[src/rtl/cmd_mailbox.sv]
module cmd_mailbox #(
  parameter int DEPTH = 4,
  parameter int NARG  = 16,
  parameter int DW    = 32,
  parameter int AW    = 8
) (
  input  logic               clk,
  input  logic               rst_n,
  input  logic               bus_sel,
  input  logic               bus_we,
  input  logic [AW-1:0]      bus_addr,
  input  logic [DW-1:0]      bus_wdata,
  output logic [DW-1:0]      bus_rdata,
  output logic               irq,
  input  logic               cp_ready_in,
  output logic               cp_req_valid,
  input  logic               cp_req_ready,
  output logic [DW-1:0]      cp_req_cmd,
  output logic [NARG*DW-1:0] cp_req_args,
  input  logic               cp_done,
  input  logic [DW-1:0]      cp_retval,
  input  logic [NARG*DW-1:0] cp_status
);
  localparam int CW  = $clog2(DEPTH + 1);
  localparam int PW  = (DEPTH > 1) ? $clog2(DEPTH) : 1;
  localparam int AIW = $clog2(NARG);
  localparam logic [AW-1:0] OFS_CMD  = AW'(4 * NARG);
  localparam logic [AW-1:0] OFS_RET  = AW'(8'h80);
  localparam logic [AW-1:0] OFS_STS  = AW'(8'h84);
  localparam logic [AW-1:0] OFS_STSL = AW'(8'h84 + 4 * (NARG - 1));
  localparam logic [AW-1:0] OFS_QST  = AW'(8'hC4);
  localparam logic [AW-1:0] OFS_ISR  = AW'(8'hC8);
  localparam logic [AW-1:0] OFS_IMR  = AW'(8'hCC);

  logic [DW-1:0] arg_r [NARG];
  logic [DW-1:0] sts_r [NARG];
  logic [DW-1:0] cmd_r, ret_r, mask_r;
  logic [DW-1:0] q_cmd [DEPTH];
  logic [DW-1:0] q_arg [DEPTH][NARG];
  logic [PW-1:0] wp, rp;
  logic [CW-1:0] cnt;
  logic          rdy_q;
  logic [2:0]    pend;

  wire wr       = bus_sel & bus_we;
  wire arg_hit  = bus_addr < OFS_CMD;
  wire sts_hit  = (bus_addr >= OFS_STS) && (bus_addr <= OFS_STSL) && (bus_addr[1:0] == 2'b00);
  wire [AIW-1:0] arg_idx = bus_addr[2 +: AIW];
  wire [AW-1:0]  sts_off = bus_addr - OFS_STS;
  wire [AIW-1:0] sts_idx = sts_off[2 +: AIW];
  wire full     = cnt == CW'(DEPTH);
  wire cmd_wr   = wr && bus_addr == OFS_CMD;
  wire push     = cmd_wr && !full;
  wire drop     = cmd_wr && full;
  wire acc_full = wr && arg_hit && full;
  wire pop      = cp_req_valid && cp_req_ready;
  wire isr_wr   = wr && bus_addr == OFS_ISR;
  wire [2:0] clr = isr_wr ? {bus_wdata[18], bus_wdata[17], bus_wdata[0]} : 3'b000;
  wire [2:0] set = {drop, acc_full, cp_done};

  assign cp_req_valid = cnt != '0;
  assign cp_req_cmd   = q_cmd[rp];
  assign irq          = |(pend & ~{mask_r[18], mask_r[17], mask_r[0]});

  for (genvar i = 0; i < NARG; i++) begin : g_out
    assign cp_req_args[i*DW +: DW] = q_arg[rp][i];
  end

  always_ff @(posedge clk) begin
    if (!rst_n) begin
      for (int i = 0; i < NARG; i++) begin
        arg_r[i] <= '0;
        sts_r[i] <= '0;
      end
      cmd_r  <= '0;
      ret_r  <= '0;
      mask_r <= '1;
      rdy_q  <= 1'b0;
      pend   <= '0;
    end else begin
      rdy_q <= cp_ready_in;
      pend  <= (pend & ~clr) | set;
      if (wr && arg_hit) arg_r[arg_idx] <= bus_wdata;
      if (cmd_wr) cmd_r <= bus_wdata;
      if (wr && bus_addr == OFS_IMR) mask_r <= bus_wdata;
      if (cp_done) begin
        ret_r <= cp_retval;
        for (int i = 0; i < NARG; i++) sts_r[i] <= cp_status[i*DW +: DW];
      end
    end
  end

  always_ff @(posedge clk) begin
    if (!rst_n) begin
      wp  <= '0;
      rp  <= '0;
      cnt <= '0;
    end else begin
      if (push) begin
        q_cmd[wp] <= bus_wdata;
        for (int i = 0; i < NARG; i++) q_arg[wp][i] <= arg_r[i];
        wp <= (wp == PW'(DEPTH - 1)) ? '0 : wp + PW'(1);
      end
      if (pop) rp <= (rp == PW'(DEPTH - 1)) ? '0 : rp + PW'(1);
      if (push && !pop) cnt <= cnt + CW'(1);
      else if (pop && !push) cnt <= cnt - CW'(1);
    end
  end

  always_comb begin
    bus_rdata = '0;
    if (arg_hit) bus_rdata = arg_r[arg_idx];
    else if (sts_hit) bus_rdata = sts_r[sts_idx];
    else begin
      case (bus_addr)
        OFS_CMD: bus_rdata = cmd_r;
        OFS_RET: bus_rdata = ret_r;
        OFS_QST: begin
          bus_rdata[CW-1:0] = cnt;
          bus_rdata[8]      = rdy_q;
        end
        OFS_ISR: begin
          bus_rdata[0]  = pend[0];
          bus_rdata[17] = pend[1];
          bus_rdata[18] = pend[2];
        end
        OFS_IMR: bus_rdata = mask_r;
        default: bus_rdata = '0;
      endcase
    end
  end

  AST_NO_OVERFLOW: assert property (@(posedge clk) disable iff (!rst_n) cnt <= CW'(DEPTH));
  AST_DROP_HOLDS: assert property (@(posedge clk) disable iff (!rst_n)
    drop && !pop |=> cnt == $past(cnt) && pend[2]);
  AST_PUSH_INC: assert property (@(posedge clk) disable iff (!rst_n)
    push && !pop |=> cnt == $past(cnt) + CW'(1));
  AST_POP_DEC: assert property (@(posedge clk) disable iff (!rst_n)
    pop && !push |=> cnt == $past(cnt) - CW'(1));
  AST_DONE_FLAG: assert property (@(posedge clk) disable iff (!rst_n) cp_done |=> pend[0]);
  AST_ACC_FLAG: assert property (@(posedge clk) disable iff (!rst_n) acc_full |=> pend[1]);
endmodule

[config.mk]
export PLATFORM = sky130hd
export DESIGN_NAME = cmd_mailbox
export DESIGN_NICKNAME = d
export VERILOG_FILES = /design/src/rtl/cmd_mailbox.sv
export SDC_FILE = /design/constraint.sdc
export NUM_CORES = 2
export LEC_CHECK = 0
export ABC_AREA = 1
export BUFFER_PORTS_ARGS = -buffer_cell sky130_fd_sc_hd__buf_4
export CAP_MARGIN = 20
export CORE_MARGIN = 5
export CORE_UTILIZATION = 35
export DETAILED_ROUTE_END_ITERATION = 16
export PLACE_DENSITY = 0.51
export SKIP_CTS_REPAIR_TIMING = 1
export SLEW_MARGIN = 5
export SYNTH_ARGS = -nofsm -noshare
export SYNTH_HDL_FRONTEND = slang
export SYNTH_SLANG_ARGS = --single-unit
[constraint.sdc]
create_clock -name clk -period 27.9 [get_ports clk]
set_input_delay 1.395 -clock clk [delete_from_list [all_inputs] [get_ports clk]]
set_output_delay 1.395 -clock clk [all_outputs]
set_load 0.02 [all_outputs]
### After elaboration in Yosys (flattened, before gate mapping)

Memory sizes are Yosys's and may differ from the RTL's. A register that Yosys moved wholly into a read port is not among the register bits.
Index checks and enable logic that the tools add are counted.
W data, S select, Z words.

* register bits: 107
* memory bits (writable): 3200
* bits of input ports: 591
* memories kept: 4

Memory list
* q_arg: depth 4, bits a word 512, rd ports 1, clocked after Yosys merged registers in 1, write ports 1, RTL line 39 `logic [DW-1:0] q_arg [DEPTH][NARG];`
* arg_r: depth 16, bits a word 32, rd ports 17, clocked after Yosys merged registers in 0, write ports 16, RTL line 35 `logic [DW-1:0] arg_r [NARG];`
* sts_r: depth 16, bits a word 32, rd ports 1, clocked after Yosys merged registers in 0, write ports 16, RTL line 36 `logic [DW-1:0] sts_r [NARG];`
* q_cmd: depth 4, bits a word 32, rd ports 1, clocked after Yosys merged registers in 1, write ports 1, RTL line 38 `logic [DW-1:0] q_cmd [DEPTH];`

* bitwise logic cells: 22
* mux-type cells: 47
* eq/ne operators: 8
* reductions and logical operators: 20
* $add $sub $neg: 5
* magnitude comparators: 3

Operators by type and width (count)
* $mux W32: 19
* $pmux W13 S3: 1
* $eq A8 B8 Y1 const B: 4
* $reduce_or A32 Y1: 1
* $pmux W8 S3: 1
* $or A1 B1 Y1: 16
* $pmux W2 S4: 2
* $pmux W5 S3: 1
* $logic_and A1 B1 Y1: 12
* $mux W2: 6
* $mux W1: 11
* $mux W3: 3
* $eq A8 B7 Y1 const B: 1
* $ge A8 B8 Y1 const B: 1
* $le A8 B8 Y1 const B: 1
* $lt A8 B7 Y1 const B: 1
* $and A3 B3 Y3: 2
* $not A3 Y3: 2
* $sub A6 B3 Y6 const B: 1
* $pmux W1 S5: 1
* $add A2 B1 Y2 const B: 2
* $eq A2 B2 Y1 const B: 2
* $mux W4: 1
* $pmux W1 S4: 1
* 10 further kinds: 12

### Depth between registers and ports, before layout

* depth in word-level cells: 7
* gate-level depth with buffers: 20

### Least setup slack after synthesis

Ideal clock, no wire load.

* kind: input port to flip-flop
* start point: input port bus_addr[3]
* end point: memory q_arg[0][0] in the netlist's numbering (enable)
* arrival time: 25.457 ns
* path buffers: 4
* stages: 14
* path slack: 0.978 ns
* data required time: 26.435 ns
* cells stage by stage: buf_2 > inv_2 > buf_2 > buf_2 > ha_1 > nand2_1 > inv_2 > nand2_2 > nor2_2 > buf_4 > nand2_2 > inv_2 > nand2_1 > nor2_1

* word-level cells in the longest chain between the ends: 6

Ends and longest elaborated chain
* start, declared: RTL line 11 `input logic [AW-1:0] bus_addr,`
* $eq A8 B7 Y1: RTL line 52 `wire cmd_wr = wr && bus_addr == OFS_CMD;`
* $logic_and A1 B1 Y1: RTL line 52
* $logic_and A1 B1 Y1: RTL line 53 `wire push = cmd_wr && !full;`
* $mux W1: RTL line 99 `if (push) begin`
* $mux W1: RTL line 94 `if (!rst_n) begin`
* $mux W1 (implied by the code): RTL line 101 `for (int i = 0; i < NARG; i++) q_arg[wp][i] <= arg_r[i];`
* end, declared: RTL line 39

Every way passes these cells.

==> impl_metrics.yaml <==
worst_setup_path:
  path_buf_inv: 6
  timing.critical_path.slowest_stage_cell: "buf_4"
  criticalPathCategory: "flop to primary output"
  cp_cell_sequence: "buf_4 > buf_4 > buf_4 > buf_4 > buf_4 > o21ai_0 > o22ai_1 > buf_4"
  crit_required_ns: 26.50
  slowest_delay_ns: 0.84
  path_common_cell: "buf_4"
  critPathTopFamily: "buffers and inverters"
  endpoint_kind: "primary output"
  critPathLaunchType: "flop"
  critical_path_arrival_ns: 6.75
  critical_path_fanout_max: 92
timing:
  slew_viol_final: 0
  report.final.setup_viol: 0
  setup_tns_ns: 0
  fin_skew_ns: 0.0694
  layout_min_cycle_time_ns: 8.14
  tightestPinTransition_ns: 1.26
  maxClockFrequency_ghz: 0.123
  final_hold_viol_count: 0
  grt_setup_unrepaired: "no"
  hold_ws_ns: 0.474
  timing.final.crit_share: 0.292
  timing.max_slew.rel_slack: 0.162
synthesis:
  netlist-cell-type-count: 28
  synthesis.yosys.warnings: 0
  post_synth_design_cell_area_sq_um: 134000
  synth_area_per_cell_sq_um: 11.4
  syn_nets: 12400
  synth_sequential_area_ratio: 0.732
  postSynthRegisterBits: 3309
  netlist_instances: 11800
detailed_routing:
  post_drt_wl_per_cell_microns: 29.3
  detail_route.first_pass.iterations: 5
  count_of_vias_placed_by_the_detailed_router: 93300
  remaining_drc_errors: 0
  postRouteWirelength_microns: 530000
  vias_per_cell: 5.16
  dr.first_iter.drc_count: 9839
  number_of_antenna_violating_nets_in_the_routed_design: 0
power:
  power.static_leakage_nw: 62.3
  pwr_density_cell_nw_per_um2: 85.7
  ir_drop_v: 0.0000563
global_routing:
  grt_antenna_before_repair: 31
  grt_remaining_overflow: 0
  first_global_vias: 89900
  largest_net_degree_at_the_start_of_global_routing: 234
  globalRouteTotalUtil: 0.258
  grt_first_pass_wirelength_microns: 723000
layout:
  synthToLayoutAreaGrowth_pct: 19.1
  drive_above_1_share: 0.147
  mostFrequentLayoutCell: "edfxtp_1"
  mostFrequentLayoutCells: "edfxtp_1, nor2_1, nand2_1"
  finish.net_count: 13300
place:
  routabilityCongestion: 0.893
  post-dp-hpwl_microns: 354000
  placement.io_buffers: 1168
cts:
  clock_latency_ns: 0.96
  cts_tree: "built"
  clock_buffer_count_from_cts: 370
  clockBufferDepth: 4
  clock-root-buffer: "clkbuf_16"
  htreeDepth: 5
  cts.sink_count: 3309
  cts.reportedPaths.clkPinSlew_ns: 0.06
die:
  die_x_microns: 630
  num_rows: 227
  die-area_sq_um: 396000
  io-pin-count: 1169
  start_util: 0.351
  dieHeight_microns: 630
  placeableCoreArea_sq_um: 382000
worst_hold_path:
  hold_path.class: "flop to flop"
status:
  status: "completed"
job:
  max_cap_viols: 0
worst register-to-register path, cell delays in order (launching register included):
cell	delay (ns)
dfxtp_1	0.41
nor3_1	0.12
inv_1	0.14
nand2_2	0.11
inv_2	0.07
nand2_1	0.21
nor2_4	0.48
buf_4	0.72
buf_4	0.85
buf_4	0.70
buf_4	0.70
routing by layer:
layer  up-vias  part of all wire  track usage
li1      42100                 -            -
met1     46700              0.39        0.322
met2      3706              0.49        0.440
met3       745             0.064       0.0408
met4        18             0.055        0.116
met5         -           0.00022            0
Yosys cell counts, drive strengths merged:
master / number / area share
a21oi: 38 / 0.0014
buf: 207 / 0.0076
clkbuf: 543 / 0.015
clkinv: 33 / 0.00092
dfxtp: 109 / 0.016
edfxtp: 3200 / 0.72
fa: 1 / 0.00015
ha: 11 / 0.0010
inv: 1149 / 0.032
nand2: 1932 / 0.054
nand3: 592 / 0.022
nand4: 13 / 0.00061
nor2: 2051 / 0.057
nor3: 1 / 0.000037
o211a: 1 / 0.000075
o211ai: 34 / 0.0019
o21ai: 1291 / 0.048
o22ai: 545 / 0.025
or2: 1 / 0.000047
xnor2: 1 / 0.00012
xor2: 3 / 0.00025
metrics by stage:
step / util / area, sq um / instances / power, mW / setup WS, ns
after floorplan: - / 134000 / 11800 / 7.36 / 0.978
after global placement: 0.387 / 148000 / 17400 / 9.08 / 20.24
after detailed placement: 0.387 / 148000 / 17400 / 9.09 / 20.23
after CTS: 0.418 / 160000 / 18100 / 13.8 / 19.82
after global routing: 0.418 / 160000 / 18100 / 14.2 / 19.44
final: 0.418 / 160000 / 18100 / 13.7 / 19.76
path summary, 6_finish.rpt:
| check | from | end | slack (ns) | depth (start not counted) |
|---|---|---|---|---|
| worst max-delay path | flop | cp_req_args[253] | 19.76 | 8 |
| worst min-delay path | mask_r[28] | mask_r[28] | 0.47 | 2 |
| worst max register to register | cnt[0] | q_arg[3][205] | 22.94 | 10 |
| worst min register to register | mask_r[28] | mask_r[28] | 0.47 | 2 |
registers in the layout (all words and copies together), names as in the netlist, named ones only:
register,cells
sts_r,512
arg_r,512
rp,2
q_arg,2048
pend,3
cnt,3
wp,2
ret_r,32
mask_r,32
rdy_q,1
q_cmd,128
cmd_r,32
where the power goes:
group / switching [mW] / total (mW) / leakage (nW) / internal, mW
registers: 0.125 / 5.69 / 30.8 / 5.57
clock network: 2.05 / 4.77 / 5.67 / 2.71
logic: 2.31 / 3.24 / 25.8 / 0.931
total: 4.49 / 13.7 / 62.3 / 9.21
kinds of logic (layout without fill, tap and decap cells):
logic type | Yosys count | in the layout | share of synthesized area
and+or+nand+nor | 4590 | 4590 | 0.134
buffers and inverters | 1932 | 3212 | 0.0558
adders and majority gates | 12 | 12 | 0.00117
other | 0 | 25 | 0
AOI/OAI and AO/OA | 1909 | 1909 | 0.0769
DFF | 3309 | 3309 | 0.732
xor gates and xnor gates | 4 | 4 | 0.000373
cell type report:
class | instances | area, sq um
inverter | 1182 | 4470
clock inverter | 185 | 1880
fill | 36500 | 222000
tap | 5038 | 6300
sequential | 3309 | 98300
antenna | 25 | 62.6
timing repair buffer | 1351 | 10400
multi-input combinational | 6515 | 28700
clock buffer | 494 | 9860
Power figures use the tool's default switching activity.
